**src/rtl/rpa_pkg.sv**
```systemverilog
package rpa_pkg;

  typedef enum logic [3:0] {
    K_NONE,
    K_INC_N,
    K_DEC_N,
    K_INC_X,
    K_GET_LO,
    K_GET_HI,
    K_PUT_LO,
    K_PUT_HI,
    K_STORE_DEC,
    K_SET_P,
    K_SET_X
  } op_kind_e;

  typedef struct packed {
    op_kind_e    kind;
    logic [3:0]  sel;
  } op_dec_t;

  function automatic op_dec_t decode_op(input logic [7:0] op);
    op_dec_t r;
    r.sel  = op[3:0];
    r.kind = K_NONE;
    case (op[7:4])
      4'h1: r.kind = K_INC_N;
      4'h2: r.kind = K_DEC_N;
      4'h6: if (op[3:0] == 4'h0) r.kind = K_INC_X;
      4'h7: if (op[3:0] == 4'h3) r.kind = K_STORE_DEC;
      4'h8: r.kind = K_GET_LO;
      4'h9: r.kind = K_GET_HI;
      4'hA: r.kind = K_PUT_LO;
      4'hB: r.kind = K_PUT_HI;
      4'hD: r.kind = K_SET_P;
      4'hE: r.kind = K_SET_X;
      default: r.kind = K_NONE;
    endcase
    return r;
  endfunction

endpackage

```
**src/rtl/rpa_rst_sync.sv**
```systemverilog
module rpa_rst_sync #(
  parameter int STAGES = 2
) (
  input  logic clk,
  input  logic arst_n,
  output logic srst_n
);
  logic [STAGES-1:0] sync_q;

  always_ff @(posedge clk or negedge arst_n) begin
    if (!arst_n) sync_q <= '0;
    else         sync_q <= {sync_q[STAGES-2:0], 1'b1};
  end

  assign srst_n = sync_q[STAGES-1];
endmodule

```
**src/rtl/rpa_decode.sv**
```systemverilog
module rpa_decode
  import rpa_pkg::*;
(
  input  logic        op_valid,
  input  logic [7:0]  op_code,
  output op_dec_t     dec
);
  op_dec_t raw;

  always_comb begin
    raw = decode_op(op_code);
    dec = raw;
    if (!op_valid) dec.kind = K_NONE;
  end
endmodule

```
**src/rtl/rpa_incdec.sv**
```systemverilog
module rpa_incdec #(
  parameter int W = 16
) (
  input  logic [W-1:0] val,
  input  logic         down,
  output logic [W-1:0] res
);
  always_comb begin
    if (down) res = val - W'(1);
    else      res = val + W'(1);
  end
endmodule

```
**src/rtl/rpa_regbank.sv**
```systemverilog
module rpa_regbank #(
  parameter int REGS = 16,
  parameter int W    = 16,
  parameter int IDXW = $clog2(REGS)
) (
  input  logic            clk,
  input  logic            srst_n,
  input  logic [IDXW-1:0] wr_idx,
  input  logic            wr_lo,
  input  logic            wr_hi,
  input  logic [W-1:0]    wr_data,
  input  logic [IDXW-1:0] rd_a_idx,
  input  logic [IDXW-1:0] rd_b_idx,
  input  logic [IDXW-1:0] rd_c_idx,
  output logic [W-1:0]    rd_a,
  output logic [W-1:0]    rd_b,
  output logic [W-1:0]    rd_c
);
  localparam int HALF = W / 2;

  logic [REGS-1:0][W-1:0] view;

  for (genvar gi = 0; gi < REGS; gi++) begin : g_reg
    logic [W-1:0] q;
    logic [W-1:0] nxt;
    logic         hit;
    logic         en;

    assign hit = (wr_idx == IDXW'(gi));
    assign en  = hit && (wr_lo || wr_hi);

    always_comb begin
      nxt = q;
      if (wr_lo) nxt[HALF-1:0] = wr_data[HALF-1:0];
      if (wr_hi) nxt[W-1:HALF] = wr_data[W-1:HALF];
    end

    if (gi == 0) begin : g_rst
      always_ff @(posedge clk or negedge srst_n) begin
        if (!srst_n)  q <= '0;
        else if (en)  q <= nxt;
      end
    end else begin : g_plain
      always_ff @(posedge clk) begin
        if (en) q <= nxt;
      end
    end

    assign view[gi] = q;
  end

  assign rd_a = view[rd_a_idx];
  assign rd_b = view[rd_b_idx];
  assign rd_c = view[rd_c_idx];
endmodule

```
**src/rtl/reg_pointer_array.sv**
```systemverilog
module reg_pointer_array
  import rpa_pkg::*;
#(
  parameter int REG_COUNT = 16,
  parameter int REG_W     = 16
) (
  input  logic                         clk,
  input  logic                         rst_n,
  input  logic                         op_valid,
  input  logic [7:0]                   op_code,
  input  logic [REG_W/2-1:0]           d_in,
  output logic [REG_W/2-1:0]           d_out,
  output logic                         d_we,
  output logic [REG_W-1:0]             pc_addr,
  output logic [REG_W-1:0]             data_addr,
  output logic                         st_we,
  output logic [REG_W-1:0]             st_addr,
  output logic [REG_W/2-1:0]           st_data,
  output logic [$clog2(REG_COUNT)-1:0] p_sel,
  output logic [$clog2(REG_COUNT)-1:0] x_sel
);
  localparam int IDXW = $clog2(REG_COUNT);
  localparam int HALF = REG_W / 2;

  logic            srst_n;
  op_dec_t         dec;
  logic [IDXW-1:0] p_q, p_nxt, x_q, x_nxt;
  logic            p_en, x_en;
  logic [IDXW-1:0] tgt_idx;
  logic [REG_W-1:0] tgt_val, stepped, wr_data;
  logic            is_step, step_down, wr_lo, wr_hi;

  rpa_rst_sync #(.STAGES(2)) u_rst (
    .clk    (clk),
    .arst_n (rst_n),
    .srst_n (srst_n)
  );

  rpa_decode u_dec (
    .op_valid (op_valid),
    .op_code  (op_code),
    .dec      (dec)
  );

  // selector next state
  always_comb begin
    p_en  = (dec.kind == K_SET_P);
    x_en  = (dec.kind == K_SET_X);
    p_nxt = IDXW'(dec.sel);
    x_nxt = IDXW'(dec.sel);
  end

  always_ff @(posedge clk or negedge srst_n) begin
    if (!srst_n) begin
      p_q <= '0;
      x_q <= '0;
    end else begin
      if (p_en) p_q <= p_nxt;
      if (x_en) x_q <= x_nxt;
    end
  end

  // register write control
  always_comb begin
    is_step   = (dec.kind == K_INC_N) || (dec.kind == K_DEC_N) ||
                (dec.kind == K_INC_X) || (dec.kind == K_STORE_DEC);
    step_down = (dec.kind == K_DEC_N) || (dec.kind == K_STORE_DEC);
    if ((dec.kind == K_INC_X) || (dec.kind == K_STORE_DEC)) tgt_idx = x_q;
    else                                                  tgt_idx = IDXW'(dec.sel);
    wr_lo   = is_step || (dec.kind == K_PUT_LO);
    wr_hi   = is_step || (dec.kind == K_PUT_HI);
    wr_data = is_step ? stepped : {d_in, d_in};
  end

  rpa_incdec #(.W(REG_W)) u_step (
    .val  (tgt_val),
    .down (step_down),
    .res  (stepped)
  );

  rpa_regbank #(.REGS(REG_COUNT), .W(REG_W), .IDXW(IDXW)) u_bank (
    .clk      (clk),
    .srst_n   (srst_n),
    .wr_idx   (tgt_idx),
    .wr_lo    (wr_lo),
    .wr_hi    (wr_hi),
    .wr_data  (wr_data),
    .rd_a_idx (tgt_idx),
    .rd_b_idx (p_q),
    .rd_c_idx (x_q),
    .rd_a     (tgt_val),
    .rd_b     (pc_addr),
    .rd_c     (data_addr)
  );

  // output side
  always_comb begin
    d_we    = (dec.kind == K_GET_LO) || (dec.kind == K_GET_HI);
    d_out   = (dec.kind == K_GET_HI) ? tgt_val[REG_W-1:HALF] : tgt_val[HALF-1:0];
    st_we   = (dec.kind == K_STORE_DEC);
    st_addr = data_addr;
    st_data = d_in;
    p_sel   = p_q;
    x_sel   = x_q;
  end
endmodule

```
**config.mk**
```make
export PLATFORM = sky130hd
export DESIGN_NAME = reg_pointer_array
export DESIGN_NICKNAME = d
export VERILOG_FILES = /design/src/rtl/rpa_pkg.sv /design/src/rtl/rpa_rst_sync.sv /design/src/rtl/rpa_decode.sv /design/src/rtl/rpa_incdec.sv /design/src/rtl/rpa_regbank.sv /design/src/rtl/reg_pointer_array.sv
export SDC_FILE = /design/constraint.sdc
export NUM_CORES = 1
export LEC_CHECK = 0
export BUFFER_PORTS_ARGS = -buffer_cell sky130_fd_sc_hd__buf_2
export CORE_MARGIN = 2
export CORE_UTILIZATION = 40
export DETAILED_ROUTE_END_ITERATION = 12
export PLACE_DENSITY = 0.62
export SETUP_SLACK_MARGIN = 0.5
export SLEW_MARGIN = 10
export SYNTH_ARGS = -nofsm -noshare
export SYNTH_HDL_FRONTEND = slang
export SYNTH_SLANG_ARGS = --single-unit
```
**constraint.sdc**
```tcl
create_clock -name clk -period 5.5 [get_ports clk]
set_input_delay 0.55 -clock clk [delete_from_list [all_inputs] [get_ports clk]]
set_output_delay 0.55 -clock clk [all_outputs]
set_load 0.005 [all_outputs]
```
# Word level (Yosys, flattened, before mapping)

Index checks and enable logic that the tools add are counted.

Add/subtract/negate cells: 2
$lt $le $gt $ge: 3
Equality and inequality tests: 36
Mux-type cells: 14
Reduce and logical (&&, ||, !) cells: 59

Operators by type and width:

| cell                    | number |
|---|---|
| $bmux W16 S4            | 3 |
| $mux W16                | 5 |
| $eq A4 B4 Y1 const B    | 17 |
| $reduce_and A2 Y1       | 32 |
| $eq A4 B3 Y1 const B    | 10 |
| $pmux W4 S10            | 1 |
| $eq A4 B2 Y1 const B    | 6 |
| $add A16 B1 Y16 const B | 1 |
| $logic_and A1 B1 Y1     | 16 |
| $sub A16 B1 Y16 const B | 1 |
| $lt A4 B5 Y1 const B    | 3 |
| $eq A4 B1 Y1 const B    | 3 |
| $mux W4                 | 3 |
| $logic_or A1 B1 Y1      | 9 |
| $logic_not A4 Y1        | 2 |
| $mux W8                 | 1 |
| $mux W2                 | 1 |

Register bits: 266

# Depth between registers and ports, before layout

Gate-level depths: netlist of the first run.

Depth after elaboration: 12
Gate-level depth with buffers: 23

# Hierarchy

From an unflattened synthesis of the first run, not the netlist that was laid out.

Cells, all modules: 980
Area total of the unflattened synthesis: 15937.8 um2

Modules (own cells, without submodules):

| module            | times used | cells an instance | area an instance (um2) | sequential area each (um2) |
|---|---|---|---|---|
| rpa_regbank       | 1          | 734               | 13843.3                | 7607.3 |
| reg_pointer_array | 1          | 110               | 1124.8                 | 200.2 |
| rpa_incdec        | 1          | 101               | 737.0                  | 0.0 |
| rpa_decode        | 1          | 32                | 178.9                  | 0.0 |
| rpa_rst_sync      | 1          | 3                 | 53.8                   | 50.0 |

# Least setup slack after synthesis of the first run

No wires, ideal clock.

Path kind: input port to flip-flop
From: in op_code[6]
To: reg u_bank.g_reg[0].q[14]
Setup time: 69 ps
Data arrival time: 6061 ps
Data required time: 5431 ps
Path slack: -630 ps
Cell stages on the path: 23
Path buffers: 4
Path through: clkbuf_2 -> nand2b_1 -> a21boi_0 -> o311ai_1 -> mux2i_1 -> buf_4 -> buf_6 -> buf_2 -> mux4_2 -> nand2_1 -> a31oi_1 -> fa_1 -> a21o_1 -> a21oi_1 -> o21bai_1 -> a21oi_1 -> o21bai_1 -> a41oi_1 -> nor4b_1 -> o41ai_1 -> xnor2_1 -> o21ai_0 -> mux2_2

Longest elaborated chain between the ends: 11
Elaborated cells between the ends (all ways): 36
Those cells by class: 2 x add/sub; 16 x eq/ne; 7 x mux; 11 x reduce/logical

RTL lines:

| item                                               | RTL line                                                                  | source |
|---|---|---|
| from (decl)                                        | reg_pointer_array.sv:10                                                   | `input logic [7:0] op_code,` |
| $eq A4 B4 Y1, or another cell as far along         | rpa_pkg.sv:26                                                             | `case (op[7:4])` |
| $pmux W4 S10 *                                     | rpa_pkg.sv:26                                                             |  |
| $mux W4 *                                          | rpa_decode.sv:13                                                          | `if (!op_valid) dec.kind = K_NONE;` |
| $eq A4 B2 Y1 or $eq A4 B4 Y1 (tied branches)       | reg_pointer_array.sv:66, reg_pointer_array.sv:68, reg_pointer_array.sv:67 |  |
| $logic_or A1 B1 Y1                                 | reg_pointer_array.sv:68                                                   | `if ((dec.kind == K_INC_X) \|\| (dec.kind == K_STORE_DEC)) tgt_idx = x_q;` |
| $mux W4                                            | reg_pointer_array.sv:68                                                   |  |
| $bmux W16 S4                                       | rpa_regbank.sv:52                                                         | `assign rd_a = view[rd_a_idx];` |
| $mux W16 (not written as such)                     | rpa_regbank.sv:52                                                         |  |
| $add A16 B1 Y16 or $sub A16 B1 Y16 (tied branches) | rpa_incdec.sv:10, rpa_incdec.sv:9                                         |  |
| $mux W16                                           | rpa_incdec.sv:9                                                           | `if (down) res = val - W'(1);` |
| $mux W16 *                                         | reg_pointer_array.sv:72                                                   | `wr_data = is_step ? stepped : {d_in, d_in};` |
| named net u_bank.wr_data[14]                       | rpa_regbank.sv:11                                                         | `input logic [W-1:0] wr_data,` |
| to (signal assigned)                               | rpa_regbank.sv:41                                                         | `else if (en) q <= nxt;` |
| to (decl)                                          | rpa_regbank.sv:24                                                         | `logic [W-1:0] q;` |

The timed path passes the listed nets; every way through them passes the cells marked *. The select of a mux whose other input is x is not followed.
A chain may end at the register's enable or synchronous reset.

# Worst setup path after layout of the first run

From: in op_code[4]
To: reg u_bank.g_reg[1].q[14], data pin

Longest elaborated chain between the ends: 11
Elaborated cells between the ends (all ways): 28
Those cells by class: 2 x add/sub; 14 x eq/ne; 7 x mux; 5 x reduce/logical

RTL lines:

| item                                               | RTL line                                                                  | source |
|---|---|---|
| $eq A4 B4 Y1, or another cell as far along         | rpa_pkg.sv:26                                                             |  |
| $pmux W4 S10 *                                     | rpa_pkg.sv:26                                                             |  |
| $mux W4 *                                          | rpa_decode.sv:13                                                          |  |
| $eq A4 B2 Y1 or $eq A4 B4 Y1 (tied branches)       | reg_pointer_array.sv:66, reg_pointer_array.sv:68, reg_pointer_array.sv:67 |  |
| $logic_or A1 B1 Y1                                 | reg_pointer_array.sv:68                                                   |  |
| $mux W4                                            | reg_pointer_array.sv:68                                                   |  |
| $bmux W16 S4                                       | rpa_regbank.sv:52                                                         |  |
| $mux W16 (not written as such)                     | rpa_regbank.sv:52                                                         |  |
| $add A16 B1 Y16 or $sub A16 B1 Y16 (tied branches) | rpa_incdec.sv:10, rpa_incdec.sv:9                                         |  |
| $mux W16                                           | rpa_incdec.sv:9                                                           |  |
| $mux W16 *                                         | reg_pointer_array.sv:72                                                   |  |
| named net u_bank.wr_data[14]                       | rpa_regbank.sv:11                                                         |  |
| to (signal assigned)                               | rpa_regbank.sv:45                                                         | `if (en) q <= nxt;` |
| to (decl)                                          | rpa_regbank.sv:24                                                         |  |

Marks and branches as above.

==> results by stage, run 1 <==
Clocking:
- The clock insertion delay at the later pin of the skew report is 0.56 ns.
- The cell sitting at the root of the clock tree is a clkbuf_16.
- CTS built an H-tree with a depth of 1.
- Clock-pin slew was measured on the worst setup and hold paths at 0.06 ns.
- The clock passes through at most 3 buffers.
- The clock tree from TritonCTS is done.
- The number of clock sinks is 266.
- The number of clock buffers added by TritonCTS is 28.

Floorplan:
- The initial cell density of the core is 40.4%.
- The die covers 0.0404 mm2.
- The area of the placeable core is 0.0385 mm2.
- The initialized floorplan defines 72 standard-cell rows.
- In this run the count of I/O pins placed on the die edge is 93.
- The die width is 201 um.
- The height of the chip is 201 um.

Finish:
- The net count reported at finish is 1121.
- 0 antenna diodes ended up in the layout.
- For this run, the share of the core covered by cells in the final layout is 47.5%.
- The area growth from synthesis to layout is 17.7%.
- The count of filler cells inserted in the layout is 3232.
- The share of final-layout standard cells stronger than drive strength 1 is 47.8%.

Global routing:
- The first global-routing pass estimated 68.0 mm of wire.
- For this run the aggregate overflow at the end of global routing stands at 0.
- The via count of the first global-routing pass was 10.1k.
- Entering global routing, the biggest net connects 67 pins.
- The number of antenna violations at the first check in global routing is 0.
- The total global routing track utilization is 22.9%.

Worst setup path:
- Data arrives at the worst endpoint at 5.14 ns.
- Data on the critical path is required at its endpoint by 5.82 ns.
- The capture point of the worst reg-to-reg path is u_bank.g_reg[1].q[14].
- Of all nets on the critical path, the largest fanout is 15.
- The startpoint type of the worst setup path is a primary input.
- The startpoint identified for the worst register-to-register timing path is x_sel[1].
- The count of cells along the worst register-to-register path is 20.
- By startpoint and endpoint, the worst setup path is classified as in2reg.
- The setup check on the worst reg-to-reg path leaves a slack of 1.11 ns.
- The category of the worst setup path capture point is a flip-flop.

Placed design:
- Routability-driven placement finished with a final weighted congestion of 0.884.
- The wire-length estimate of the detail-placed layout is 30.1 mm.
- The post-placement setup slack is 0.0993 ns.
- Input and output buffers added on the ports amount to 92.

STA:
- Setup repair after global routing left no endpoint under its margin.
- The least setup slack across all paths after layout is 0.677 ns.
- The number of endpoints with negative hold slack in the final report came to 0.
- Of the available clock period, the critical path in the final layout requires 87.7%.
- For this run, the top clock speed supported by timing is 0.207 GHz.
- The number of slew-limit violations in the final report is 0.
- The transition time at the pin with the least slew margin is 1.11 ns.
- The tightest hold path in the finished design has a slack of 0.285 ns.
- The clock period minus final worst setup slack is 4.82 ns.
- The worst max-slew margin expressed relative to the limit is 26.1%.
- The sum of negative setup slack is 0 ns.
- The final worst clock skew is 0.00983 ns.
- Setup violations remaining at the end of the flow were counted as 0.

Logic synthesis:
- In this run the biggest area consumer among cell types represents 46.4% of the synthesized area.
- When the netlist entered floorplanning its net count stood at 978.
- Counting flops and latches in the post-synthesis netlist gives 266.
- The cell with the most instances after synthesis is edfxtp_1.
- By count the netlist is led by 240 x edfxtp_1, 217 x mux4_2, 100 x nand2_1.
- The synthesized design spends more area on one cell type than any other, namely edfxtp_1.
- The share of async-settable or async-resettable flops after synthesis is 9.77%.
- The number of enable flip-flop cells after synthesis is 240.
- In the post-synthesis netlist, the biggest area contributors are edfxtp_1 46%, mux4_2 31%, dfrtp_1 4.2%, nand2_1 2.4%, mux2_2 2.0%.
- After synthesis, the mean cell area works out to 16.5 um2.
- The number of synthesis warnings is 0.
- For this run, the leading register cell type out of synthesis is edfxtp_1.
- The unique cell type count in the Yosys netlist is 68.
- In the synthesized netlist, the number of instances is 943.
- The sequential fraction of the synthesis area is 50.6%.
- The cell area after synthesis is 0.0155 mm2.

Power and ir drop:
- The total chip power is 0.00599 W.
- Net switching is 27.4% of the power.
- The proportion of power drawn by combinational gates is 26.8%.
- In this run, flip-flops and latches consume 38.4% of the power.
- For this design the static power due to leakage is 6.37 nW.
- The total net switching power is 0.00164 W.
- Internal power comes to 0.00435 W.
- The relative contribution of the clock network to total power is 34.8%.
- The worst-case IR drop observed on VDD is 0.218 mV.
- For this design the ratio of total power to cell area is 328 mW/mm2.

Run:
- The number of violations of the max-capacitance limit is 0.

Routing:
- For this run, design rule violations remaining after detail routing come to 0.
- The number of nets with antenna violations after detailed routing is 0.
- The number of vias per cell after detailed routing is 6.35.
- The final routed wirelength across all metal layers is 46.4 mm.
- The total vias in the final route is 10.3k.
- The violation count after the first detailed-route iteration is 1131.
- The number of detailed-routing iterations run before antenna repair is 7.
- Dividing the detail-routed wire length by the instance count gives 28.5 um.

Min path:
- In this run the worst hold path is classified as reg2async.

Status:
- The run finished with clean final reports.
## repair_timing
| action | in CTS | in global routing |
|---|---|---|
| hold buffers | 1 | 0 |
| setup endpoints to repair | 0 | 47 |
| endpoints found under the hold margin | 2 | 0 |
| gates resized for setup | 0 | 2 |
| buffers inserted | 0 | 8 |
## power groups by stage
stage               registers (W)  logic, W  clock network [W]
floorplan                 0.00229   0.00115                  0
global placement          0.00235   0.00160                  0
detailed placement        0.00235   0.00160                  0
CTS                       0.00231   0.00161            0.00212
global route              0.00231   0.00170            0.00220
finish                    0.00230   0.00161            0.00209
## how the worst max path moves through the flow
stage | startpoint | to | slack [ns] | depth (start not counted)
2_1_floorplan | op_code[0] | u_bank.g_reg[0].q[12] | 0.38 | 22
3_3_place_gp | op_code[4] | u_bank.g_reg[15].q[12] | 0.14 | 23
3_5_place_dp | op_code[4] | u_bank.g_reg[14].q[12] | 0.1 | 23
4_1_cts | op_code[4] | u_bank.g_reg[15].q[12] | 0.67 | 23
5_1_grt | op_code[4] | u_bank.g_reg[15].q[12] | 0.50 | 22
6_report | op_code[4] | u_bank.g_reg[1].q[14] | 0.68 | 23
## cell families after synthesis
family / share of synthesized area [%]
multiplexers: 34.2
adder cells (fa/ha/maj): 1.34
buffers and inverters: 3.19
flip-flops: 50.6
XOR/XNOR: 0.789
AO/OA/AOI/OAI: 4.07
other: 0.0241
AND/OR/NAND/NOR: 5.80
## metal layers
layer  GRT usage, %  share of wire (%)  up-vias
li1               -                  -     4196
met1           33.3                 41     5400
met2           34.5                 46      652
met3           4.94                 10       78
met4           7.67                3.0        0
met5              0                  0        -
## sequential cells by signal, summed over array words and instances (netlist names)
name	cells
u_bank.g.q	256
u_rst.sync_q	2
x_sel	4
p_sel	4
## critical path: stages
cell and delay [ns]:
buf_2 0.14, or3_4 0.40, a211oi_2 0.25, o311ai_4 0.16, mux2i_4 0.23, buf_12 0.19
buf_4 0.18, mux4_2 0.49, nand2_1 0.10, a31oi_1 0.19, ha_1 0.39, a21o_1 0.12
a21oi_2 0.05, o21bai_1 0.19, a21oi_2 0.08, o21bai_1 0.19, a41oi_1 0.15, nor4b_4 0.16
buf_4 0.13, o41ai_1 0.33, xnor2_1 0.18, o21ai_2 0.11, buf_12 0.17
## layout by cell type, fill, tap and decap left out, types with 4 or more instances in the layout
cell type,n
nor2_1,47
clkbuf_1,4
nand2_1,99
buf_4,105
bufinv_16,6
mux4_2,217
a31oi_1,15
a21oi_1,8
clkinv_2,7
a311oi_1,4
edfxtp_1,240
o21ai_0,13
buf_2,92
nand3_1,16
dfrtp_1,22
and3_1,15
a21o_1,5
clkbuf_16,29
ha_1,15
xnor2_1,12
mux2i_1,7
buf_12,8
nand2b_1,4
mux2_2,27
inv_1,9
## stage by stage
| step | area [um2] | instances |
|---|---|---|
| 4_1_cts | 18200 | 1618 |
| 6_report | 18300 | 1626 |
| 3_5_place_dp | 17200 | 1565 |
| 3_3_place_gp | 17200 | 1565 |
| 2_1_floorplan | 15600 | 943 |
| 5_1_grt | 18300 | 1626 |
## area by class of cell
cell class / instances / area [um2] / share of cell area [%]
sequential: 266 / 7870 / 43.0
multi-input combinational: 575 / 7290 / 39.9
timing repair buffer: 206 / 1420 / 7.76
clock buffer: 36 / 782 / 4.28
tap: 518 / 648 / 3.54
clock inverter: 16 / 239 / 1.31
inverter: 9 / 33.8 / 0.185
No activity file was read; power rests on OpenSTA's default activity.
==> run 2: changes to the inputs <==
--- a/config.mk
+++ b/config.mk
@@ -9,7 +9,7 @@
 export CORE_MARGIN = 2
 export CORE_UTILIZATION = 40
 export DETAILED_ROUTE_END_ITERATION = 12
-export PLACE_DENSITY = 0.62
+export PLACE_DENSITY_LB_ADDON = 0.2
 export SETUP_SLACK_MARGIN = 0.5
 export SLEW_MARGIN = 10
 export SYNTH_ARGS = -nofsm -noshare
==> results by stage, run 2 (synthesized netlist as in run 1, its figures left out) <==
Worst setup path:
- STA classifies the critical path startpoint as a primary input.
- STA classifies the critical path endpoint as a flip-flop.
- The worst path required time is 5.79 ns (-0.03 ns).
- The top fanout value on the critical path is 24 (+9).
- The arrival time of data at the critical path endpoint is 4.98 ns (-0.16 ns).
- The critical path in this run is classified as in2reg.

Floorplan:
- The initial cell density of the core is 40.4% (unchanged).
- The die width is 201 um (unchanged).
- The height of the chip was 201 um (unchanged).
- The area of the die was 0.0404 mm2 (unchanged).
- The standard-cell row count came to 72 (unchanged).
- The number of top-level design ports is 93 (unchanged).
- The area of the placeable core was 0.0385 mm2 (unchanged).

Clocking:
- The number of H-tree branching levels is 1 (unchanged).
- TritonCTS built the clock tree.
- The number of clock sinks is 266 (unchanged).
- The setup fix buffers added after clock tree synthesis is 0 (unchanged).
- The clock-pin slew on the worst setup and hold paths is 0.06 ns (about the same).
- The number of buffers inserted during clock tree synthesis is 28 (unchanged).
- The clock insertion delay at the later pin of the skew report is 0.55 ns (about the same).
- The maximum buffer depth of the clock tree is 3 (unchanged).
- The master cell of the clock root buffer is clkbuf_16.

STA:
- The worst max-slew margin expressed relative to the limit is 22.8% (-3.3 points).
- The clock period minus final worst setup slack is 4.70 ns (-0.126 ns).
- The number of endpoints with negative hold slack in the final report is 0 (unchanged).
- The sum of negative setup slack is 0 ns (unchanged).
- The fmax came to 0.213 GHz (+2.7%).
- The transition time at the pin with the least slew margin is 1.16 ns (+0.0499 ns).
- The least setup slack across all paths after layout is 0.802 ns (+0.126 ns).
- Setup repair after global routing left no endpoint under its margin.
- The final worst clock skew is 0.0122 ns (+0.00241 ns).
- The final count of negative-setup-slack endpoints is 0 (unchanged).
- The number of slew-limit violations in the final report is 0 (unchanged).
- The fraction of the cycle the final worst path needs is 85.4% (-2.3 points).

Placed design:
- The number of cells after detailed placement is 1581 (+1.0%).
- The number of input and output port buffers inserted is 92 (unchanged).
- The post-placement setup slack is 0.144 ns (+0.0445 ns).
- The placer's final routability congestion estimate is 0.875 (-0.97%).
- The HPWL reported at the end of detailed placement is 30.5 mm (+1.5%).

Global routing:
- The total global routing track utilization is 23.6% (+0.65 points).
- The overflow left after global routing came to 0 (unchanged).
- The first-pass GRT wire length came to 69.3 mm (+2.0%).
- The largest net degree at the start of global routing is 67 (unchanged).
- The number of antenna violations at the first check in global routing is 0 (unchanged).
- The via count of the first global-routing pass came to 10.1k (+0.93%).

Finish:
- The commonest non-fill, non-tap cell in the layout is edfxtp_1.
- The area growth from synthesis to final layout is 17.8%.
- The number of standard cells in the final layout excluding fillers is 1634 (+0.49%).
- The library cells used most frequently in the layout, excluding fill and tap cells, are 240 x edfxtp_1, 217 x mux4_2, 112 x buf_4, 99 x nand2_1, 92 x buf_2.
- The antenna diode instance count is 0 (unchanged).
- The number of flip-flops in the largest register is 256 (unchanged).
- The count of filler cells inserted in the layout is 3272 (+1.2%).
- The net count reported at finish is 1129 (+0.71%).
- The largest register by flop count is u_bank.g.q.
- The share of final-layout standard cells stronger than drive strength 1 is 48.6% (+0.73 points).

Status:
- The flow ran to the end, and the final reports show no timing, DRC or antenna violations.

Routing:
- The number of vias per cell after detailed routing came to 6.25 (-1.5%).
- The total vias in the final route is 10.2k (-1.0%).
- The final routed wirelength across all metal layers came to 47.5 mm (+2.3%).
- The number of detailed-routing iterations run before antenna repair is 5 (-2).
- The number of nets with antenna violations after detailed routing was 0 (unchanged).
- The routed length per instance is 29.1 um (+1.8%).
- The number of design rule violations left after detail routing is 0 (unchanged).
- The violation count after the first detailed-route iteration is 1172 (+3.6%).

Power and ir drop:
- The leakage power was 6.39 nW (+0.31%).
- The switching portion of total power came to 27.7% (+0.28 points).
- The proportion of power drawn by combinational gates is 27.4% (+0.6 points).
- The relative contribution of the clock network to total power is 33.5% (-1.3 points).
- The total chip power came to 0.00591 W (-1.5%).
- The ratio of total power to cell area is 323 mW/mm2 (-1.6%).
- The relative contribution of sequential cells to total power is 39.1% (+0.7 points).
- The internal power consumption is 0.00427 W (-1.9%).
- The total net switching power was 0.00163 W (-0.48%).
- The maximum vdd ir drop came to 0.211 mV (-3.1%).

Min path:
- In this run the worst hold path is classified as reg2async.

Run:
- The number of violations of the max-capacitance limit was 0 (unchanged).
run 2: layout make-up:
cell class | instances | area, um2 | area share (%)
multi-input combinational | 575 | 7300 | 39.9
tap | 518 | 648 | 3.54
clock inverter | 16 | 190 | 1.04
inverter | 9 | 33.8 | 0.185
timing repair buffer | 214 | 1470 | 8.05
clock buffer | 36 | 782 | 4.27
sequential | 266 | 7870 | 43.0
run 2: per-stage QoR:
stage	util [%]	hold WS, ns	cell area (um2)
finish	47.6	0.275	18300
CTS	47.5	0.280	18300
floorplan	-	0.254	15600
global route	47.6	0.321	18300
global placement	44.9	0.288	17300
detailed placement	44.9	0.291	17300
run 2: worst max-delay path: stages:
cell      delay (ns)
buf_2           0.13
or3_4           0.40
a211oi_2        0.22
o311ai_2        0.19
mux2i_4         0.24
buf_12          0.20
buf_12          0.24
mux4_2          0.54
nand2_1         0.08
and3_1          0.17
a31oi_2         0.06
ha_1            0.35
a21oi_1         0.19
o21ai_0         0.11
a21oi_1         0.16
nor2_1          0.05
nor2_1          0.16
o41ai_4         0.14
a21oi_1         0.23
mux2i_1         0.27
nand2_1         0.08
buf_4           0.19
run 2: worst paths after layout:
check,startpoint,to,slack [ns],depth (start not counted)
setup / recovery,op_code[4],u_bank.g_reg[2].q[13],0.80,22
hold / removal,u_rst.sync_q[1],p_sel[1],0.27,1
setup reg to reg,x_sel[3],u_bank.g_reg[15].q[14],1.09,19
hold reg to reg,u_rst.sync_q[1],p_sel[1],0.27,1
max in group asynchronous,u_rst.sync_q[1],x_sel[0],4.88,1
min in group clk,op_code[3],p_sel[3],0.35,2
run 2: what timing repair did:
item	CTS	global route
hold buffers	1	0
hold endpoints to repair	2	0
setup endpoints to repair	0	61
resized for setup	0	6
run 2: power by group through the flow:
stage / combinational [W] / clock [W] / sequential, W
floorplan: 0.00115 / 0 / 0.00229
global placement: 0.00163 / 0 / 0.00235
detailed placement: 0.00162 / 0 / 0.00235
CTS: 0.00163 / 0.00202 / 0.00231
global route: 0.00171 / 0.00211 / 0.00232
finish: 0.00162 / 0.00198 / 0.00231
run 2: routing by layer:
layer	part of all wire, %	global-route usage [%]	up-vias
li1	-	-	4212
met1	41	33.2	5352
met2	46	36.4	571
met3	10	6.14	84
met4	2.8	6.80	0
met5	0	0	-
==> run 3: changes to the inputs <==
==> constraint.sdc (replaced) <==
create_clock -name clk -period 4.8 [get_ports clk]
set_input_delay 0.48 -clock clk [delete_from_list [all_inputs] [get_ports clk]]
set_output_delay 0.48 -clock clk [all_outputs]
set_load 0.005 [all_outputs]
==> results by stage, run 3 (synthesized netlist as in run 1, its figures left out) <==
STA:
- The final count of negative-setup-slack endpoints was 0 (unchanged).
- The number of endpoints with negative hold slack in the final report was 0 (unchanged).
- The worst max-slew margin expressed relative to the limit was 14.1% (-8.8 points).
- Derived from the worst setup path, the maximum achievable clock frequency is 0.213 GHz.
- The final worst clock skew was 0.0234 ns (+0.0112 ns).
- The number of slew-limit violations in the final report came to 0 (unchanged).
- The clock period minus final worst setup slack is 4.69 ns.
- The transition time at the pin with the least slew margin is 1.28 ns (+0.127 ns).
- The least setup slack across all paths after layout is 0.108 ns (-0.695 ns).
- Setup repair after global routing could not meet its margin everywhere.
- The worst path uses 97.8% of the clock period.

Min path:
- The path class of the tightest hold or removal check is in2async.

Routing:
- The final routed wirelength across all metal layers was 49.4 mm (+4.1%).
- The violation count after the first detailed-route iteration is 1298 (+11%).
- The total vias in the final route is 10.8k (+5.3%).
- The routed length per instance is 28.8 um (-0.82%).
- The number of detailed-routing iterations run before antenna repair is 7 (+2).
- The number of nets with antenna violations after detailed routing is 0 (unchanged).
- The number of design rule violations left after detail routing is 0 (unchanged).
- The number of vias per cell after detailed routing is 6.27 (+0.29%).

Global routing:
- The first-pass GRT wire length is 70.1 mm (+1.1%).
- The largest net degree at the start of global routing was 67 (unchanged).
- The number of antenna violations at the first check in global routing came to 2 (+2).
- The total global routing track utilization is 23.7% (+0.14 points).
- The via count of the first global-routing pass was 10.4k (+2.1%).
- The overflow left after global routing is 0 (unchanged).

Finish:
- In the layout the commonest cells are 240 x edfxtp_1, 217 x mux4_2, 155 x buf_4, 85 x nand2_1, 84 x buf_2.
- The share of final-layout standard cells stronger than drive strength 1 was 56.5% (+7.9 points).
- The largest register by flop count is u_bank.g.q.
- Leaving out fill and tap cells, the most frequent cell in the layout is edfxtp_1.
- The number of flip-flops in the largest register is 256 (unchanged).
- The final design utilization came to 51.6% (+4.0 points).
- The count of filler cells inserted in the layout is 3123 (-4.6%).
- The antenna diode instance count is 0 (unchanged).
- The post-route cell area is 0.0199 mm2 (+8.5%).
- The net count reported at finish is 1210 (+7.2%).
- The number of standard cells in the final layout excluding fillers is 1715 (+5.0%).
- From synthesis to final layout, the design area changed by 27.8%.

Worst setup path:
- The startpoint of the lowest-slack register-to-register path is x_sel[2].
- The top fanout value on the critical path was 8 (-67%).
- The worst path required time was 5.17 ns (-0.62 ns).
- The arrival time of data at the critical path endpoint is 5.06 ns (+0.08 ns).
- The worst setup path is captured at a flip-flop.
- The worst register-to-register path ends at u_bank.g_reg[1].q[12].
- The startpoint type of the worst setup path is a primary input.
- The register-to-register setup slack came to 0.46 ns (-0.63 ns).
- The worst setup path category is in2reg.
- The count of cells along the worst register-to-register path is 18 (-1).

Floorplan:
- The initial cell density of the core was 40.4% (unchanged).
- The area of the die was 0.0404 mm2 (unchanged).
- The standard-cell row count is 72 (unchanged).
- The height of the chip was 201 um (unchanged).
- The number of top-level design ports is 93 (unchanged).
- The die width is 201 um (unchanged).
- The area of the placeable core is 0.0385 mm2 (unchanged).

Clocking:
- The number of buffers inserted during clock tree synthesis is 28 (unchanged).
- The clock tree from TritonCTS is done.
- The clock-pin slew on the worst setup and hold paths came to 0.07 ns (about the same).
- The master cell of the clock root buffer is clkbuf_16.
- The number of H-tree branching levels was 1 (unchanged).
- The maximum buffer depth of the clock tree is 3 (unchanged).
- The number of clock sinks is 266 (unchanged).
- The clock insertion delay at the later pin of the skew report is 0.57 ns (+0.02 ns).

Placed design:
- The number of cells after detailed placement is 1611 (+1.9%).
- The post-placement setup slack is -0.501 ns (-0.645 ns).
- The HPWL reported at the end of detailed placement is 31.8 mm (+4.3%).
- The placement-stage cell area came to 0.0175 mm2 (+1.3%).
- The number of input and output port buffers inserted is 92 (unchanged).
- The placer's final routability congestion estimate is 0.844 (-3.6%).

Run:
- The number of violations of the max-capacitance limit came to 0 (unchanged).

Power and ir drop:
- The total chip power is 0.00724 W (+23%).
- The ratio of total power to cell area is 364 mW/mm2 (+13%).
- The maximum vdd ir drop is 0.270 mV (+28%).
- The leakage power is 7.02 nW (+9.9%).

Status:
- The flow ran to the end, and the final reports show no timing, DRC or antenna violations.
run 3: worst max-delay path by stage:
stage | from | end | slack [ns] | cells after the start
3_3_place_gp | op_code[4] | u_bank.g_reg[0].q[12] | -0.43 | 22
3_5_place_dp | op_code[4] | u_bank.g_reg[0].q[12] | -0.50 | 22
4_1_cts | op_code[4] | u_bank.g_reg[6].q[14] | 0.22 | 23
2_1_floorplan | op_code[0] | u_bank.g_reg[0].q[12] | -0.25 | 22
5_1_grt | op_code[0] | u_bank.g_reg[2].q[12] | -0.16 | 22
6_report | op_code[0] | u_bank.g_reg[1].q[12] | 0.11 | 22
run 3: what timing repair did:
action | CTS | global route
endpoints found under the hold margin | 2 | 0
hold buffers | 1 | 0
pin swaps | 0 | 46
resized for setup | 10 | 130
setup buffers | 3 | 43
endpoints found under the setup margin | 113 | 154
cloned | 1 | 4
run 3: per-stage QoR:
| step | hold slack [ns] | TNS, ns |
|---|---|---|
| 2_1_floorplan | 0.184 | -9.92 |
| 3_3_place_gp | 0.268 | -32.58 |
| 3_5_place_dp | 0.269 | -36.26 |
| 4_1_cts | 0.204 | 0 |
| 5_1_grt | 0.227 | -3.28 |
| 6_report | 0.221 | 0 |
run 3: where the power goes:
group          leakage, nW  internal, W  switching [W]
logic                 4.00      0.00108       0.000912
registers             2.50      0.00256       0.000114
clock network        0.526      0.00162       0.000951
run 3: layer usage:
layer  up-vias  track usage (%)  routed length (um)
li1       4377                -                   -
met1      5700             34.6               20500
met3        78             4.84                4620
met2       600             36.5               23100
met5         -                0                  13
met4         2             6.48                1200
run 3: final cells by class:
cell class | count | area [um2] | area share [%]
clock buffer | 32 | 757 | 3.81
clock inverter | 20 | 352 | 1.77
inverter | 9 | 33.8 | 0.170
multi-input combinational | 576 | 7780 | 39.2
sequential | 266 | 7870 | 39.6
tap | 518 | 648 | 3.26
timing repair buffer | 294 | 2410 | 12.1
run 3: worst max-delay path, stage by stage:
cell and delay (ns):
buf_6 0.09, or3_4 0.40, a211oi_4 0.27, o311ai_4 0.17, mux2i_4 0.29, buf_12 0.18
buf_12 0.14, mux4_2 0.49, nand2_1 0.07, and3_1 0.15, a31oi_1 0.08, ha_1 0.37
inv_1 0.07, o21bai_1 0.17, a21oi_2 0.09, o21bai_1 0.21, a41oi_2 0.18, nor4b_4 0.17
or3_4 0.43, xor2_4 0.20, buf_4 0.15, o21ai_4 0.21
